===== src/rtl/por_pkg.sv =====
package por_pkg;
  localparam int DIV_W = 3;
  localparam int PRE_W = (1 << DIV_W) - 1;
  typedef logic [DIV_W-1:0] div_code_t;
  localparam div_code_t DIV_RST = div_code_t'(3);
endpackage


===== src/rtl/por_sync.sv =====
module por_sync #(
  parameter int   STAGES  = 2,
  parameter logic RST_VAL = 1'b0
) (
  input  logic clk_i,
  input  logic rst_ni,
  input  logic d_i,
  output logic q_o
);
  logic [STAGES-1:0] ff_q;

  always_ff @(posedge clk_i or negedge rst_ni) begin
    if (!rst_ni) ff_q <= {STAGES{RST_VAL}};
    else         ff_q <= {ff_q[STAGES-2:0], d_i};
  end

  assign q_o = ff_q[STAGES-1];
endmodule


===== src/rtl/por_filter.sv =====
module por_filter #(
  parameter int LEN = 4
) (
  input  logic clk_i,
  input  logic rst_ni,
  input  logic s_i,
  output logic filt_o
);
  localparam int CW = $clog2(LEN + 1);

  logic [CW-1:0] cnt_q;
  logic          filt_q;

  always_ff @(posedge clk_i or negedge rst_ni) begin
    if (!rst_ni) begin
      cnt_q  <= '0;
      filt_q <= 1'b0;
    end else if (s_i == filt_q) begin
      cnt_q  <= '0;
    end else if (cnt_q == CW'(LEN - 1)) begin
      cnt_q  <= '0;
      filt_q <= s_i;
    end else begin
      cnt_q  <= cnt_q + 1'b1;
    end
  end

  assign filt_o = filt_q;
endmodule


===== src/rtl/por_hold_ctr.sv =====
module por_hold_ctr #(
  parameter int HOLD = 32
) (
  input  logic clk_i,
  input  logic rst_ni,
  input  logic good_i,
  output logic rel_o
);
  localparam int CW = $clog2(HOLD + 1);

  logic [CW-1:0] cnt_q;
  logic          rel_q;

  always_ff @(posedge clk_i or negedge rst_ni) begin
    if (!rst_ni) begin
      cnt_q <= '0;
      rel_q <= 1'b0;
    end else if (!good_i) begin
      cnt_q <= '0;
      rel_q <= 1'b0;
    end else if (!rel_q) begin
      if (cnt_q == CW'(HOLD - 1)) rel_q <= 1'b1;
      else                        cnt_q <= cnt_q + 1'b1;
    end
  end

  assign rel_o = rel_q;
endmodule


===== src/rtl/por_clk_sel.sv =====
module por_clk_sel
  import por_pkg::*;
(
  input  logic      clk_i,
  input  logic      rst_ni,
  input  logic      run_i,
  input  logic      we_i,
  input  div_code_t wdata_i,
  output div_code_t div_o,
  output logic      en_o
);
  div_code_t        div_q;
  logic [PRE_W-1:0] pre_q;
  logic [PRE_W-1:0] mask;

  always_ff @(posedge clk_i or negedge rst_ni) begin
    if (!rst_ni) begin
      div_q <= DIV_RST;
      pre_q <= '0;
    end else if (!run_i) begin
      div_q <= DIV_RST;
      pre_q <= '0;
    end else begin
      if (we_i) div_q <= wdata_i;
      pre_q <= pre_q + 1'b1;
    end
  end

  assign mask  = (PRE_W'(1) << div_q) - PRE_W'(1);
  assign div_o = div_q;
  assign en_o  = run_i && ((pre_q & mask) == mask);
endmodule


===== src/rtl/por_release_seq.sv =====
module por_release_seq
  import por_pkg::*;
#(
  parameter int FILT_LEN = 4,
  parameter int HOLD_CYC = 32
) (
  input  logic       clk_i,
  input  logic       rst_ni,
  input  logic       supply_ok_i,
  input  logic       ext_rst_ni,
  input  logic       cfg_vmon_dis_i,
  input  logic       warm_set_i,
  input  logic       vmon_we_i,
  input  logic [1:0] vmon_wdata_i,
  input  logic       div_we_i,
  input  logic [2:0] div_wdata_i,
  output logic       rst_no,
  output logic       warm_o,
  output logic [1:0] vmon_en_o,
  output logic [2:0] clk_div_o,
  output logic       clk_en_o
);
  logic sup_s, pin_s, filt_q, good, rel;
  logic warm_q;
  logic [1:0] vmon_q;

  por_sync #(.STAGES(2), .RST_VAL(1'b0)) u_sup_sync (
    .clk_i(clk_i), .rst_ni(rst_ni), .d_i(supply_ok_i), .q_o(sup_s)
  );

  por_sync #(.STAGES(2), .RST_VAL(1'b0)) u_pin_sync (
    .clk_i(clk_i), .rst_ni(rst_ni), .d_i(ext_rst_ni), .q_o(pin_s)
  );

  por_filter #(.LEN(FILT_LEN)) u_filt (
    .clk_i(clk_i), .rst_ni(rst_ni), .s_i(sup_s), .filt_o(filt_q)
  );

  assign good = filt_q & pin_s;

  por_hold_ctr #(.HOLD(HOLD_CYC)) u_hold (
    .clk_i(clk_i), .rst_ni(rst_ni), .good_i(good), .rel_o(rel)
  );

  // reset drops in the same cycle the qualified level is lost
  assign rst_no = rel & good;

  // start-type flag: power events clear it, pin resets do not
  always_ff @(posedge clk_i or negedge rst_ni) begin
    if (!rst_ni)                 warm_q <= 1'b0;
    else if (!filt_q)            warm_q <= 1'b0;
    else if (rst_no && warm_set_i) warm_q <= 1'b1;
  end

  always_ff @(posedge clk_i or negedge rst_ni) begin
    if (!rst_ni)                  vmon_q <= 2'b11;
    else if (!cfg_vmon_dis_i)     vmon_q <= 2'b11;
    else if (!rst_no)             vmon_q <= 2'b00;
    else if (vmon_we_i)           vmon_q <= vmon_wdata_i;
  end

  por_clk_sel u_clk_sel (
    .clk_i(clk_i), .rst_ni(rst_ni), .run_i(rst_no),
    .we_i(div_we_i), .wdata_i(div_code_t'(div_wdata_i)),
    .div_o(clk_div_o), .en_o(clk_en_o)
  );

  assign warm_o    = warm_q;
  assign vmon_en_o = vmon_q;
endmodule


===== config.mk =====
export PLATFORM = sky130hd
export DESIGN_NAME = por_release_seq
export DESIGN_NICKNAME = d
export VERILOG_FILES = /design/src/rtl/por_pkg.sv /design/src/rtl/por_sync.sv /design/src/rtl/por_filter.sv /design/src/rtl/por_hold_ctr.sv /design/src/rtl/por_clk_sel.sv /design/src/rtl/por_release_seq.sv
export SDC_FILE = /design/constraint.sdc
export NUM_CORES = 1
export LEC_CHECK = 0
export BUFFER_PORTS_ARGS = -buffer_cell sky130_fd_sc_hd__buf_2
export CORE_UTILIZATION = 56
export CTS_BUF_LIST = sky130_fd_sc_hd__clkbuf_8
export CTS_CLUSTER_SIZE = 24
export DETAILED_ROUTE_END_ITERATION = 8
export GPL_TIMING_DRIVEN = 0
export PLACE_DENSITY = 0.8
export SETUP_SLACK_MARGIN = 0.1
export SYNTH_ARGS = -nofsm -noshare
export SYNTH_HDL_FRONTEND = slang
export SYNTH_SLANG_ARGS = --single-unit
export TNS_END_PERCENT = 20

===== constraint.sdc =====
create_clock -name clk_i -period 1.5 [get_ports clk_i]
set_clock_uncertainty 0.1 [all_clocks]
set_input_delay 0.075 -clock clk_i [delete_from_list [all_inputs] [get_ports clk_i]]
set_output_delay 0.075 -clock clk_i [all_outputs]
set_load 0.02 [all_outputs]

==> run metrics <==
Initial DRC Count=10; combinational share of power=0.135; sequential area share after synthesis=0.5981; top_reg_cell synth=dfrtp_1; cell count after synthesis=102; Post-synth EDFFs=0; critical path required time=1320 ps; clock sink count=28; Sw Ratio=0.2454; Vias=896; Cell Count, Final, Fillers Out=163; IR drop worst, VDD=889.9 µV; unrepaired setup endpoints after global routing=yes; Min Hold Slack=16.57 ps; Post-Syn Area=1180 µm²; met3 Resource Use GR=0.06792; dpl hpwl=1.455 mm; Pint=1.151 mW; number of global-route vias before repair=820; Slew Viols, Final=0; htree depth=1; fin crit share=1.141; Nets=153; final core occ=0.7864; CP Data Arrival Time=1540 ps; layout cells sized above 1=0.3235; dpl cells=149; Worst path max stage delay=390 ps; Mapped Nets=118; num rows=16; Total GRT Usage=0.2222; first-pass GRT wire length=3.353 mm; failing checks=setup timing; Starting Density=0.6014; met2 usage=0.3892; leakage power=0.6782 nW; CTS Buffer Depth=2; clock-pin slew on the worst setup and hold paths=90 ps; outcome=complete, but fails checks; number of antenna-violating nets in the routed design=0; buffer count from post-CTS setup fixing=0; Synth warnings=0; core area=1962 µm²; NetSw=0.3743 mW; final WL=2.455 mm; initial antenna violation count=0; post-synthesis area per instance=11.57 µm²; Least-Margin Pin Slew=589.1 ps; Setup CP Type=flop to output port; critical path peak fanout=4; met1 usage in global routing=0.2420; Area Overhead vs Synth=30.75%; DR vias/cell=5.497; TritonCTS clock tree=done; # diodes=0; grt total ovfl=0; asr flop ratio synth=1.000; WL/cell=15.06 µm; CTS root buf=clkbuf_8; # IOs=21; Buffers on Ports=20; Distinct cells, synth=30; first-pass detailed-route iteration total=5; Flop pwr share=0.570; post-layout min period=1712 ps; CP max stage cell=dfstp_2; Residual DRC=0; largest net degree at the start of global routing=29; CP Cell Sequence=inv_2 > o21ai_1 > a221o_1 > a221oi_4 > buf_6; HP Class=input port to flop; Tot Pwr=1.526 mW; final setup fails=1; die height=47.90 µm; Top Usage Layer GRT=met2; Final Hold Fails=0; Clk pwr share=0.295; CTS buffer count=3; Final GP Congestion=0.7505; max cap viols=0; final worst setup slack=-211.8 ps; fmax=584.2 MHz; die footprint=2294 µm²; Die X=47.90 µm; Worst setup EP type=output port; PwrDens=988.8 nW/µm²; flops & latches, synth=28; setup TNS=-211.8 ps; critical path launch point type=flop; slew margin rel.=0.6073; Worst-Skew Late Latency=270 ps
-- registers in the layout, summed over array words and instances (netlist names) --
| signal | flops |
|---|---|
| u_filt.filt_o | 1 |
| u_sup_sync.ff_q | 2 |
| u_clk_sel.div_o | 3 |
| u_hold.cnt_q | 6 |
| u_pin_sync.ff_q | 2 |
| warm_o | 1 |
| u_hold.rel_o | 1 |
| vmon_en_o | 2 |
| u_clk_sel.pre_q | 7 |
| u_filt.cnt_q | 3 |
-- stage by stage --
| stage | instance area, µm² | setup WS (ps) |
|---|---|---|
| after floorplan | 1197 | 101.0 |
| after global placement | 1331 | 21.91 |
| after detailed placement | 1331 | -13.85 |
| after CTS | 1526 | -209.3 |
| after global routing | 1543 | -281.3 |
| final | 1543 | -211.8 |
-- power groups by stage --
| stage | registers, mW | clock network, mW | logic (mW) |
|---|---|---|---|
| finish | 0.870 | 0.449 | 0.206 |
| global route | 0.874 | 0.485 | 0.229 |
| CTS | 0.865 | 0.458 | 0.200 |
| detailed placement | 0.870 | 0 | 0.172 |
| global placement | 0.865 | 0 | 0.160 |
| floorplan | 0.863 | 0 | 0.110 |
-- worst max-delay path: cells and delay by family (launching register included) --
| family | cells | cell delay (ps) |
|---|---|---|
| compound gates | 3 | 660 |
| buf+inv | 2 | 220 |
| flops | 1 | 390 |
-- cell type report --
| type | instances | area [µm²] |
|---|---|---|
| clock buffer | 4 | 55.05 |
| fill | 135 | 419.2 |
| inverter | 3 | 11.26 |
| multi-input combinational | 71 | 521.8 |
| sequential | 28 | 709.4 |
| tap | 27 | 33.78 |
| timing repair buffer | 30 | 211.5 |
-- final timing paths --
| check | start | end | slack, ps | depth (start not counted) |
|---|---|---|---|---|
| worst max-delay path | u_clk_sel.div_o[1] | clk_en_o | -210 | 5 |
| worst min-delay path | vmon_wdata_i[1] | vmon_en_o[1] | 20 | 3 |
| worst max register to register | u_clk_sel.pre_q[0] | u_clk_sel.pre_q[6] | 40 | 4 |
| worst min register to register | u_sup_sync.ff_q[0] | u_sup_sync.ff_q[1] | 260 | 0 |
| max in group asynchronous | rst_ni | u_hold.rel_o | 650 | 2 |
| min in group asynchronous | rst_ni | u_clk_sel.pre_q[3] | 230 | 2 |
-- routing by layer --
metal  part of all wire  routed length [µm]  vias up
met4              0.019                  46        0
met3              0.040                  99        8
met2               0.53                1298       26
met1               0.41                1012      430
met5                  0                   0        -
li1                   -                   -      432
-- logic make-up after synthesis --
logic type	after synthesis	share of synthesized area
xor+xnor	5	0.03712
mux	7	0.06045
flops	28	0.5981
compound gates	18	0.1050
simple gates	38	0.1580
buf+inv	3	0.009543
fa+ha+maj	3	0.03182
-- repair_timing --
action                                  4_1_cts  5_1_grt
endpoints found under the hold margin        32        0
endpoints found under the setup margin        5        8
cloned                                        0        0
resized for setup                            11        6
hold buffers                                 10        0
pin swaps                                     3        1
-- cells in the final DEF, fill, tap and decap left out, drive strengths merged, types with 2 or more instances in the layout --
| master | n |
|---|---|
| dlygate4sd3 | 9 |
| buf | 20 |
| dfrtp | 24 |
| xor2 | 2 |
| nand2 | 10 |
| mux2i | 6 |
| or3 | 3 |
| dfstp | 4 |
| nor2b | 3 |
| ha | 3 |
| inv | 3 |
| nor3 | 2 |
| nor2 | 10 |
| nand3 | 5 |
| o21ai | 7 |
| clkbuf | 4 |
| xnor2 | 3 |
| nor3b | 2 |
| a21oi | 5 |
-- cell usage after synthesis, types with 2 or more instances --
| master | number | area share |
|---|---|---|
| dfrtp_1 | 24 | 0.51 |
| nand2_1 | 10 | 0.032 |
| nor2_1 | 10 | 0.032 |
| mux2i_1 | 6 | 0.051 |
| o21ai_0 | 6 | 0.025 |
| a21oi_1 | 4 | 0.017 |
| dfstp_2 | 4 | 0.089 |
| nand3_1 | 4 | 0.017 |
| ha_1 | 3 | 0.032 |
| nor2b_1 | 3 | 0.016 |
| or3_1 | 3 | 0.016 |
| xnor2_1 | 3 | 0.022 |
| inv_1 | 2 | 0.0064 |
| nor3_1 | 2 | 0.0085 |
| nor3b_1 | 2 | 0.013 |
| xor2_1 | 2 | 0.015 |
Note: power is estimated with default switching activity, not from simulation.
